$ cat src/rtl/lldma_pkg.sv
package lldma_pkg;
  typedef enum logic [3:0] {
    S_IDLE, S_HRD, S_HMARK, S_PRD, S_PCAP, S_POUT, S_STEP, S_CRD, S_CWR, S_DONE
  } walk_state_t;

  localparam int unsigned NODE_COST    = 10;
  localparam int unsigned PAYLOAD_COST = 5;
endpackage

$ cat src/rtl/lldma_hdr_split.sv
module lldma_hdr_split #(
  parameter int DATA_W = 32,
  parameter int PTR_W  = 24
) (
  input  logic [DATA_W-1:0]       word,
  output logic [DATA_W-PTR_W-1:0] cnt,
  output logic [PTR_W-1:0]        nxt,
  output logic                    stop
);
  // count in the top byte, pointer below it
  always_comb begin
    cnt  = word[DATA_W-1:PTR_W];
    nxt  = word[PTR_W-1:0];
    stop = word[PTR_W-1];
  end
endmodule

$ cat src/rtl/lldma_cost_acc.sv
module lldma_cost_acc
  import lldma_pkg::*;
#(
  parameter int LEN_W  = 8,
  parameter int COST_W = 32
) (
  input  logic              clk,
  input  logic              rst_n,
  input  logic              clr,
  input  logic              add,
  input  logic [LEN_W-1:0]  len,
  output logic [COST_W-1:0] cost
);
  logic [COST_W-1:0] inc, cost_d, cost_q;

  // per-node charge
  always_comb begin
    inc = COST_W'(NODE_COST);
    if (len != '0) inc = inc + COST_W'(PAYLOAD_COST) + COST_W'(len);
    cost_d = cost_q;
    if (clr)      cost_d = '0;
    else if (add) cost_d = cost_q + inc;
  end

  always_ff @(posedge clk or negedge rst_n) begin
    if (!rst_n)           cost_q <= '0;
    else if (clr || add)  cost_q <= cost_d;
  end

  assign cost = cost_q;
endmodule

$ cat src/rtl/lldma_walker.sv
module lldma_walker
  import lldma_pkg::*;
#(
  parameter int DATA_W  = 32,
  parameter int PTR_W   = 24,
  parameter int SPACE_W = 21,
  parameter int NODE_CW = 16,
  parameter int COST_W  = 32
) (
  input  logic                 clk,
  input  logic                 rst_n,
  input  logic                 start,
  input  logic [PTR_W-1:0]     start_addr,
  output logic                 busy,
  output logic                 done,
  output logic [COST_W-1:0]    cost,
  output logic                 mem_rd,
  output logic                 mem_wr,
  output logic [SPACE_W-3:0]   mem_addr,
  output logic [DATA_W-1:0]    mem_wdata,
  input  logic [DATA_W-1:0]    mem_rdata,
  output logic                 out_valid,
  input  logic                 out_ready,
  output logic [DATA_W-1:0]    out_data
);
  localparam int LEN_W  = DATA_W - PTR_W;
  localparam int MEM_AW = SPACE_W - 2;
  localparam logic [PTR_W-1:0]  END_PTR   = {PTR_W{1'b1}};
  localparam logic [DATA_W-1:0] MARK_MASK = DATA_W'(1) << (PTR_W - 1);

  walk_state_t          state_q, state_d;
  logic [PTR_W-1:0]     start_q, start_d, cur_q, cur_d, nxt_q, nxt_d, cl_q, cl_d;
  logic [LEN_W-1:0]     len_q, len_d, idx_q, idx_d;
  logic [NODE_CW-1:0]   nodes_q, nodes_d, left_q, left_d;
  logic [DATA_W-1:0]    dout_q, dout_d;
  logic                 dout_en;
  logic [LEN_W-1:0]     hdr_cnt;
  logic [PTR_W-1:0]     hdr_nxt;
  logic                 hdr_stop;
  logic                 cost_clr, cost_add;

  function automatic logic [MEM_AW-1:0] waddr(input logic [PTR_W-1:0] p);
    return p[SPACE_W-1:2]; // only bits 20:2 reach memory
  endfunction

  lldma_hdr_split #(.DATA_W(DATA_W), .PTR_W(PTR_W)) u_split (
    .word(mem_rdata), .cnt(hdr_cnt), .nxt(hdr_nxt), .stop(hdr_stop)
  );

  lldma_cost_acc #(.LEN_W(LEN_W), .COST_W(COST_W)) u_cost (
    .clk(clk), .rst_n(rst_n), .clr(cost_clr), .add(cost_add), .len(hdr_cnt), .cost(cost)
  );

  // Next-state and memory-port logic
  always_comb begin
    state_d   = state_q;
    start_d   = start_q;
    cur_d     = cur_q;
    nxt_d     = nxt_q;
    cl_d      = cl_q;
    len_d     = len_q;
    idx_d     = idx_q;
    nodes_d   = nodes_q;
    left_d    = left_q;
    dout_d    = dout_q;
    dout_en   = 1'b0;
    mem_rd    = 1'b0;
    mem_wr    = 1'b0;
    mem_addr  = waddr(cur_q);
    mem_wdata = mem_rdata | MARK_MASK;
    cost_clr  = 1'b0;
    cost_add  = 1'b0;
    unique case (state_q)
      S_IDLE: if (start) begin
        start_d  = start_addr;
        cur_d    = start_addr;
        nodes_d  = '0;
        cost_clr = 1'b1;
        if (start_addr == END_PTR) begin  // nothing to visit
          cl_d    = start_addr;
          left_d  = '0;
          state_d = S_CRD;
        end else begin
          state_d = S_HRD;
        end
      end
      S_HRD: begin
        mem_rd  = 1'b1;
        state_d = S_HMARK;
      end
      S_HMARK: begin                      // write back with marker
        mem_wr   = 1'b1;
        len_d    = hdr_cnt;
        nxt_d    = hdr_nxt;
        cost_add = 1'b1;
        idx_d    = LEN_W'(1);
        state_d  = (hdr_cnt != '0) ? S_PRD : S_STEP;
      end
      S_PRD: begin
        mem_rd   = 1'b1;
        mem_addr = waddr(cur_q) + MEM_AW'(idx_q);
        state_d  = S_PCAP;
      end
      S_PCAP: begin
        dout_en = 1'b1;
        dout_d  = mem_rdata;
        state_d = S_POUT;
      end
      S_POUT: if (out_ready) begin
        if (idx_q == len_q) state_d = S_STEP;
        else begin
          idx_d   = idx_q + LEN_W'(1);
          state_d = S_PRD;
        end
      end
      S_STEP: begin
        if (nxt_q[PTR_W-1]) begin         // marked or end pointer
          cl_d    = start_q;
          left_d  = nodes_q;
          state_d = S_CRD;
        end else begin
          nodes_d = nodes_q + NODE_CW'(1);
          cur_d   = nxt_q;
          state_d = S_HRD;
        end
      end
      S_CRD: begin
        mem_addr = waddr(cl_q);
        if (left_q == '0) state_d = S_DONE;
        else begin
          mem_rd  = 1'b1;
          state_d = S_CWR;
        end
      end
      S_CWR: begin                        // strip the marker
        mem_addr  = waddr(cl_q);
        mem_wr    = 1'b1;
        mem_wdata = mem_rdata & ~MARK_MASK;
        cl_d      = hdr_nxt;
        left_d    = left_q - NODE_CW'(1);
        state_d   = S_CRD;
      end
      S_DONE:  state_d = S_IDLE;
      default: state_d = S_IDLE;
    endcase
  end

  // Register process
  always_ff @(posedge clk or negedge rst_n) begin
    if (!rst_n) begin
      state_q <= S_IDLE;
      start_q <= '0;
      cur_q   <= '0;
      nxt_q   <= '0;
      cl_q    <= '0;
      len_q   <= '0;
      idx_q   <= '0;
      nodes_q <= '0;
      left_q  <= '0;
      dout_q  <= '0;
    end else begin
      state_q <= state_d;
      start_q <= start_d;
      cur_q   <= cur_d;
      nxt_q   <= nxt_d;
      cl_q    <= cl_d;
      len_q   <= len_d;
      idx_q   <= idx_d;
      nodes_q <= nodes_d;
      left_q  <= left_d;
      if (dout_en) dout_q <= dout_d;
    end
  end

  assign busy      = (state_q != S_IDLE);
  assign done      = (state_q == S_DONE);
  assign out_valid = (state_q == S_POUT);
  assign out_data  = dout_q;
endmodule

$ cat config.mk
export PLATFORM = sky130hd
export DESIGN_NAME = lldma_walker
export DESIGN_NICKNAME = d
export VERILOG_FILES = /design/src/rtl/lldma_pkg.sv /design/src/rtl/lldma_hdr_split.sv /design/src/rtl/lldma_cost_acc.sv /design/src/rtl/lldma_walker.sv
export SDC_FILE = /design/constraint.sdc
export NUM_CORES = 1
export LEC_CHECK = 0
export CAP_MARGIN = 10
export CORE_AREA = 2 2 177 110
export DETAILED_ROUTE_END_ITERATION = 10
export DIE_AREA = 0 0 179 112
export GPL_TIMING_DRIVEN = 0
export PLACE_DENSITY = 0.92
export SLEW_MARGIN = 20
export SYNTH_ARGS = -nofsm -noshare
export SYNTH_HDL_FRONTEND = slang
export SYNTH_SLANG_ARGS = --single-unit
$ cat constraint.sdc
create_clock -name clk -period 7.2 [get_ports clk]
set_input_delay 1.44 -clock clk [delete_from_list [all_inputs] [get_ports clk]]
set_output_delay 1.44 -clock clk [all_outputs]
set_load 0.01 [all_outputs]
# Word-level counts from Yosys, hierarchy flattened

Index checks and enable logic that the tools add are counted.

Word-level logic and storage cells: 90
Register bits after elaboration: 203
Input bits: 60
Output and inout bits: 120

Eq/ne operators: 17
Reduce and logical (&&, ||, !) cells: 19
Add/subtract/negate cells: 6
Mux-type cells: 37

Operator list:

| cell                                                                   | number |
|---|---|
| 21-bit 2-to-1 mux                                                      | 5 |
| 32-bit 2-to-1 mux                                                      | 3 |
| 16-bit 2-to-1 mux                                                      | 5 |
| 21-bit one-hot mux with 3 select lines                                 | 1 |
| 16-bit one-hot mux with 3 select lines                                 | 1 |
| 21-bit one-hot mux with 2 select lines                                 | 1 |
| 19-bit one-hot mux with 2 select lines                                 | 1 |
| 4-bit one-hot mux with 9 select lines                                  | 1 |
| 32-bit adder                                                           | 1 |
| 16-bit one-hot mux with 2 select lines                                 | 1 |
| 24-bit equality test (second input constant)                           | 1 |
| 24-bit 2-to-1 mux                                                      | 1 |
| 19-bit by 8-bit adder with 19-bit output                               | 1 |
| 16-bit by 1-bit adder with 16-bit output (second input constant)       | 1 |
| 4-bit by 3-bit equality test with 1-bit output (second input constant) | 4 |
| 16-bit logical NOT                                                     | 1 |
| 8-bit 2-to-1 mux                                                       | 2 |
| 8-bit one-hot mux with 2 select lines                                  | 1 |
| 16-bit by 1-bit subtractor with 16-bit output (second input constant)  | 1 |
| 3-bit 2-to-1 mux                                                       | 4 |
| 2-bit inequality test (second input constant)                          | 5 |
| 4-bit by 8-bit adder with 9-bit output (first input constant)          | 1 |
| 8-bit by 1-bit adder with 8-bit output (second input constant)         | 1 |
| 4-bit by 2-bit equality test with 1-bit output (second input constant) | 2 |
| other kinds (17)                                                       | 33 |

# Longest topological paths before layout

Gate-level depths: netlist (run 1).

Depth after elaboration: 5
Gate-level depth with buffers: 14
Gate-level depth less buffers: 13

# Modules after synthesis

A second synthesis (run 1) with hierarchy kept.

Cell total of the unflattened synthesis: 1,166
Area total of the unflattened synthesis: 11,046.8 µm²

By module, submodules not included:

| module          | cells an instance | instances | seq. area each (µm²) | area an instance (µm²) |
|---|---|---|---|---|
| lldma_walker    | 879               | 1         | 4,028.9              | 8,503.2 |
| lldma_cost_acc  | 254               | 1         | 800.8                | 2,296.0 |
| lldma_hdr_split | 33                | 1         | 0.0                  | 247.7 |

# Worst setup path after synthesis (run 1)

Ideal clock, no wire load.

Path type: in2reg
Start point: input mem_rdata[28]
End point: register u_cost.cost_q[8], in the netlist u_cost.cost[8]
Setup slack: 3.274 ns
Arrival time: 3.805 ns
Library setup time: 0.122 ns
Buffers on the path: 1
Stages: 13
Data required time: 7.078 ns
Path through: clkbuf_1 -> nor3_1 -> and4b_1 -> nor2_1 -> ha_1 -> inv_1 -> fa_1 -> nor2b_1 -> o21a_1 -> o21ai_0 -> a2111oi_0 -> o21ai_0 -> a32o_1

Cells in the longest elaborated chain, start to end: 5
Elaborated cells on any way between the ends: 6
Those cells by class: add/sub: 2; mux: 3; reduce/logical: 1

Ends and longest elaborated chain:

| element                                                                      | RTL line             | source |
|---|---|---|
| start: declaration                                                           | lldma_walker.sv:21   | `input logic [DATA_W-1:0] mem_rdata,` |
| 4-bit by 8-bit adder with 9-bit output or 8-bit nonzero test (tied branches) | lldma_cost_acc.sv:19 | `if (len != '0) inc = inc + COST_W'(PAYLOAD_COST) + COST_W'(len);` |
| 32-bit 2-to-1 mux (*)                                                        | lldma_cost_acc.sv:19 |  |
| 32-bit adder (*)                                                             | lldma_cost_acc.sv:22 | `else if (add) cost_d = cost_q + inc;` |
| 32-bit 2-to-1 mux (*)                                                        | lldma_cost_acc.sv:22 |  |
| 32-bit 2-to-1 mux (*)                                                        | lldma_cost_acc.sv:21 | `if (clr) cost_d = '0;` |
| end signal: assignment                                                       | lldma_cost_acc.sv:27 | `else if (clr \|\| add) cost_q <= cost_d;` |
| end: declaration                                                             | lldma_cost_acc.sv:14 | `logic [COST_W-1:0] inc, cost_d, cost_q;` |

Every way passes the cells marked *; elsewhere a longest branch is shown, timed or not. The select of a mux whose other input is x is not followed.
A chain may end at the register's enable or synchronous reset.

# Worst setup path after layout (run 1)

Start point: register idx_q[4]
End point: output mem_addr[13]

Cells in the longest elaborated chain, start to end: 2

Ends and longest elaborated chain:

| element                                  | RTL line            | source |
|---|---|---|
| start: declaration                       | lldma_walker.sv:33  | `logic [LEN_W-1:0] len_q, len_d, idx_q, idx_d;` |
| start signal: assignment                 | lldma_walker.sv:168 | `idx_q <= idx_d;` |
| 19-bit by 8-bit adder with 19-bit output | lldma_walker.sv:101 | `mem_addr = waddr(cur_q) + MEM_AW'(idx_q);` |
| 19-bit one-hot mux with 2 select lines   | lldma_walker.sv:73  | `unique case (state_q)` |
| end: declaration                         | lldma_walker.sv:19  | `output logic [SPACE_W-3:0] mem_addr,` |

No other way between the ends.

==> results of run 1 <==
## kinds of logic after synthesis
family | Yosys count
mux | 54
xor+xnor | 58
flops | 193
compound gates | 217
fa+ha+maj | 25
simple gates | 486
buf+inv | 114
## worst min-delay path by stage
stage           startpoint          end  cells past startpoint
2_1_floorplan    nxt_q[10]    nxt_q[10]                      2
3_3_place_gp   start_q[10]  start_q[10]                      2
3_5_place_dp    start_q[5]   start_q[5]                      2
4_1_cts         start_q[7]   start_q[7]                      2
5_1_grt         start_q[8]   start_q[8]                      2
6_report        start_q[7]   start_q[7]                      2
## registers in the layout (all words and copies together) (netlist names)
name	cells
out_data	32
cl_q	19
left_q	16
idx_q	8
u_cost.cost	32
start_q	19
state_q	4
cur_q	19
nxt_q	20
len_q	8
nodes_q	16
## power by group through the flow
stage / sequential [mW] / clock, mW / combinational, mW
6_report: 1.75 / 1.01 / 2.05
2_1_floorplan: 1.73 / 0 / 1.12
4_1_cts: 1.74 / 1.02 / 2.02
3_3_place_gp: 1.73 / 0 / 1.92
3_5_place_dp: 1.75 / 0 / 2.01
5_1_grt: 1.79 / 1.06 / 2.23
## metrics by stage
stage | util (%) | instances | TNS, ps | instance area (um^2)
after floorplan | - | 1147 | 0 | 10490
after global placement | 67.95 | 1570 | -645930 | 12570
after detailed placement | 68.30 | 1572 | 0 | 12630
after CTS | 71.63 | 1604 | 0 | 13250
after global routing | 71.63 | 1604 | 0 | 13250
final | 71.63 | 1604 | 0 | 13250
## final cells by class
class | instances | share of cell area (%)
Inverter | 19 | 0.5383
Sequential cell | 193 | 36.46
Clock inverter | 14 | 1.341
Tap cell | 246 | 2.323
Clock buffer | 18 | 3.315
Multi-Input combinational cell | 840 | 38.18
Buffer | 95 | 4.014
Timing Repair Buffer | 179 | 13.83
## cells in the final DEF (no fill, tap or decap), types with 6 or more instances in the layout
cell               n
mux2_2            33
nor4_1             7
xor2_1            40
dfrtp_1          193
mux2i_1           21
nor2b_1            6
or3_1             10
nand3_1           36
buf_2             17
o21ai_0           69
a22o_1            11
o211ai_1          12
buf_4             35
a21oi_1           24
nand2b_1           7
and2_1             9
inv_1             18
ha_1              23
a31oi_1           21
a21o_1             7
xnor2_1           18
and3_1            14
nand4_1           19
clkdlybuf4s50_1  176
or4_1              9
clkbuf_1          39
nor3_1            17
clkbuf_16         17
nor2_1            94
a22oi_1           34
nand2_1          239
## critical path, stage by stage, from the launching register on
cell	delay [ps]
dfrtp_1	460
ha_1	380
a21o_1	220
a31oi_1	130
nand2_1	150
a211oi_1	880
o311ai_0	290
nand3_1	160
clkdlybuf4s50_1	540
## per-layer routing
| layer | vias up | routed length (um) | global-route usage (%) |
|---|---|---|---|
| li1 | 4370 | - | - |
| met1 | 4737 | 13250 | 46.63 |
| met2 | 571 | 13440 | 47.18 |
| met3 | 69 | 3453 | 8.436 |
| met4 | 0 | 736 | 9.919 |
| met5 | - | 0 | 0 |
==> results.toml, run 1 <==
[outcome]
status = "completed"

[synthesis]
synthFlopType = "dfrtp_1"
synth_compound_area_share_pct = 13.55
ys_top_cells_by_area = "dfrtp_1 46%, nand2_1 8.6%, mux2_2 3.5%, nor2_1 3.4%, xor2_1 3.3%"
synth_top_area_cell = "dfrtp_1"
synth_top_area_share_pct = 46.06
netlist_area_mm2 = 0.01049
synth-edff-count = 0
synthAdderAreaFrac_pct = 3.126
syn_area_per_cell_um2 = 9.142
synth_top_family_by_area = "simple AND/OR/NAND/NOR gates"
mappedNetlistNets = 1232
synth.distinct_cells = 60
synth_xor_area_share_pct = 4.844
synthTopCellsByCount = "239 x nand2_1, 193 x dfrtp_1, 94 x nor2_1"
ys_seq_elements = 193
synth-simple-area-share_pct = 21.12
syn_inst = 1147
ys.warnings.count = 0
synth_mux_area_share_pct = 5.548
synth_seq_area_share_pct = 46.06
synth-async-reset-ratio_pct = 100.0
yosysMostFrequentCell = "nand2_1"

[drt]
drc = 0
first_pass_iters = 6
routed_wl_mm = 30.87
num_vias = 9747
dr.first_iter.drc_count = 1300
vias_per_cell = 6.077
routedWlPerCell_um = 19.25
route.antenna.remaining_nets = 0

[power]
power_mw = 4.804
seqPwrFrac_pct = 36.4
power_per_cell_area_mw_per_mm2 = 362.6
switchingPower_mw = 1.842
vdd.ir_drop.worst_mv = 0.2632
pwr-share-clk_pct = 21.0
internal_power_mw = 2.962
p_leak_nw = 5.915
power_frac_comb_pct = 42.6
p_sw_share_pct = 38.34

[setup_path]
worstSetupEndpointType = "output port"
crit_path_end = "mem_addr[13]"
worstPathRequired_ps = 5760
crit_arrival_ps = 3660
crit_path_start_kind = "flip-flop"
critPathKind = "reg -> out"
crit_fanout = 10
r2r_end = "out_data[18]"
crit_start = "idx_q[4]"
r2r_setup_slack_ps = 4480
r2r_start = "state_q[3]"
r2r_cells = 5

[clocking]
cts_num_sinks = 193
insertion_delay_ps = 440
clk_path_buf_depth = 2
cts_resized = 0
clkTransAtPathRegs_ps = 70
cts_tree = "built"
cts-buffers-inserted = 17
cts_root_buf = "clkbuf_16"
cts_hold_buffers = 0
htree_levels = 4
post_cts_buffers = 0

[placed_design]
hpwl_mm = 22.38
place_congestion = 1.008
io_buffers = 177
dp_slack_ps = 2225

[timing]
fin_crit_ps = 5097
rsz0062_at_grt = "no"
setup_ws_ps = 2103
setup_viol = 0
skew_ps = 7.520
period_share_pct = 70.80
drv_slew = 0
holdWs_ps = 481.5
worst_slew_pin_slew_ps = 1059
final-hold-violation-count = 0
slew_headroom_pct = 28.98
fmax_mhz = 196.2

[floorplan]
start_util_pct = 56.70
rows = 39
core_area_mm2 = 0.01849
die_h_um = 112
die_area_mm2 = 0.02005
die_w_um = 179
io_pins = 180

[worst_hold_path]
min_path_type = "reg -> reg"

[final_layout]
n_antenna_cell = 0
fin_nets = 1430
syn_to_final_growth_pct = 26.33
fill_cells = 1330
drive_above_1_share_pct = 9.647
regArea_mm2 = 0.004830
multi_input_area_mm2 = 0.005059

[global_routing]
grt_usage_pct = 32.11
grt_antenna_before_repair = 0
grt_max_degree = 101
grt_first_pass_wirelength_mm = 50.17
gr-total-overflow = 0
grt_pass1_vias = 9733

[flow_run]
maxCapViolations = 0
No activity file was read; power rests on OpenSTA's default activity.
==> run 2, diff against run 1 <==
--- a/config.mk
+++ b/config.mk
@@ -6,11 +6,11 @@
 export NUM_CORES = 1
 export LEC_CHECK = 0
 export CAP_MARGIN = 10
-export CORE_AREA = 2 2 177 110
+export CORE_AREA = 2 2 183 113
 export DETAILED_ROUTE_END_ITERATION = 10
-export DIE_AREA = 0 0 179 112
+export DIE_AREA = 0 0 185 115
 export GPL_TIMING_DRIVEN = 0
-export PLACE_DENSITY = 0.92
+export PLACE_DENSITY = 0.88
 export SLEW_MARGIN = 20
 export SYNTH_ARGS = -nofsm -noshare
 export SYNTH_HDL_FRONTEND = slang
==> constraint.sdc (replaced) <==
create_clock -name clk -period 5.1 [get_ports clk]
set_input_delay 1.02 -clock clk [delete_from_list [all_inputs] [get_ports clk]]
set_output_delay 1.02 -clock clk [all_outputs]
set_load 0.01 [all_outputs]
==> results.toml, run 2 (same netlist as run 1, synthesis figures left out) <==
[flow_run]
maxCapViolations = 0

[clocking]
insertion_delay_ps = 450
cts_root_buf = "clkbuf_16"
clkTransAtPathRegs_ps = 70
cts_tree = "built"
htree_levels = 4
cts_hold_buffers = 0
post_cts_buffers = 0
cts_resized = 0
clk_path_buf_depth = 2
cts_num_sinks = 193
cts-buffers-inserted = 17

[power]
vdd.ir_drop.worst_mv = 0.3070
p_leak_nw = 5.901
power_frac_comb_pct = 42.9
switchingPower_mw = 2.594
pwr-share-clk_pct = 20.4
seqPwrFrac_pct = 36.7
p_sw_share_pct = 38.50
power_per_cell_area_mw_per_mm2 = 508.2
internal_power_mw = 4.143

[setup_path]
crit_arrival_ps = 3710
r2r_start = "state_q[3]"
r2r_cells = 6
slowest_delay_ps = 890
critPathKind = "reg -> out"
worstSetupEndpointType = "output port"
crit_path_start_kind = "flip-flop"
r2r_setup_slack_ps = 2340
crit_fanout = 10
r2r_end = "cl_q[5]"
worstPathRequired_ps = 4080
crit_chain = "ha_1, a21o_1, a31oi_1, nand2_1, a211oi_1, nor3_1, o211ai_1, clkdlybuf4s50_1"
cp_slowest_cell = "a211oi_1"

[global_routing]
grt_usage_pct = 29.92
grt_antenna_before_repair = 1
grt_max_degree = 101
grt_pass1_vias = 9306
gr-total-overflow = 0
grt_first_pass_wirelength_mm = 49.34

[timing]
holdWs_ps = 355.8
fin_crit_ps = 4725
final.setup.tns_ps = 0
setup_viol = 0
fmax_mhz = 211.6
slew_headroom_pct = 28.31
setup_ws_ps = 375.0
worst_slew_pin_slew_ps = 1069
rsz0062_at_grt = "no"
drv_slew = 0
period_share_pct = 92.65
final-hold-violation-count = 0
skew_ps = 7.504

[drt]
route.antenna.remaining_nets = 0
routed_wl_mm = 30.86
dr.first_iter.drc_count = 1036
num_vias = 9708
first_pass_iters = 5
drc = 0
vias_per_cell = 5.949
routedWlPerCell_um = 18.91

[final_layout]
fin_nets = 1430
syn_to_final_growth_pct = 26.39
drive_above_1_share_pct = 9.499
layout_common_cells = "239 x nand2_1, 193 x dfrtp_1, 176 x clkdlybuf4s50_1"
final_common_cell = "nand2_1"
fill_cells = 1540
fin_cells = 1632

[floorplan]
rows = 40
die_w_um = 185
die_area_mm2 = 0.02128
core_area_mm2 = 0.01962
die_h_um = 115
io_pins = 180
start_util_pct = 53.45

[outcome]
status = "completed"

[placed_design]
io_buffers = 177
place_congestion = 0.9948
dp_slack_ps = 565.3
dp_cells = 1599
hpwl_mm = 22.40

[worst_hold_path]
min_path_type = "in -> async"
-- run 2: changes by cell type in the layout (fill, tap and decap cells not counted) --
cell / change
clkinv_2: +1
diode_2: +1
clkinv_4: -1
bufinv_16: -1
clkbuf_8: +1
inv_6: -2
clkbuf_1: +2
-- run 2: power by group through the flow --
| stage | Combinational, mW | Clock, mW | Sequential [mW] |
|---|---|---|---|
| after floorplan | 1.59 | 0 | 2.44 |
| after global placement | 2.73 | 0 | 2.44 |
| after detailed placement | 2.84 | 0 | 2.47 |
| after CTS | 2.86 | 1.38 | 2.45 |
| after global routing | 3.16 | 1.45 | 2.53 |
| final | 2.89 | 1.38 | 2.47 |
-- run 2: per-stage QoR --
| step | utilization [%] | total power, mW | cell area (um^2) |
|---|---|---|---|
| 2_1_floorplan | - | 4.025 | 10490 |
| 3_3_place_gp | 64.22 | 5.176 | 12600 |
| 3_5_place_dp | 64.55 | 5.305 | 12660 |
| 4_1_cts | 67.54 | 6.697 | 13250 |
| 5_1_grt | 67.54 | 7.139 | 13250 |
| 6_report | 67.56 | 6.736 | 13250 |
-- run 2: metal layers --
metal	vias to the layer above	share of wire, %	track usage, %
met1	4619	43	43.58
met2	622	42	43.12
li1	4377	-	-
met5	-	0	0
met4	0	2.6	10.16
met3	90	12	8.267
-- run 2: area by class of cell --
cell class	count	area, um^2	share of cell area, %
diodes	1	2.502	0.01888
plain buffers	95	531.8	4.012
repair buffers	179	1832	13.82
clock inverters	11	126.4	0.9535
well taps	273	341.6	2.577
clock buffers	21	460.4	3.474
flip-flops and latches	193	4830	36.44
inverters	19	71.32	0.5381
multi-input cells	840	5059	38.17
-- run 2: critical path: cells and delay by family, from the launching register on --
kind / cells / cell delay, ps
compound gates: 4 / 1540
fa+ha+maj: 1 / 400
buf+inv: 1 / 580
flops: 1 / 470
simple gates: 2 / 290
-- run 2: worst max path at each step --
stage                             start              to  slack [ps]  cells after the start
after floorplan           mem_rdata[28]  u_cost.cost[8]        1590                     13
after global placement            rst_n     out_data[7]       -5150                      1
after detailed placement  mem_rdata[24]  u_cost.cost[8]         570                     14
after CTS                      idx_q[4]    mem_addr[17]         450                      8
after global routing           idx_q[4]    mem_addr[17]         280                      8
final                          idx_q[4]    mem_addr[17]         370                      8
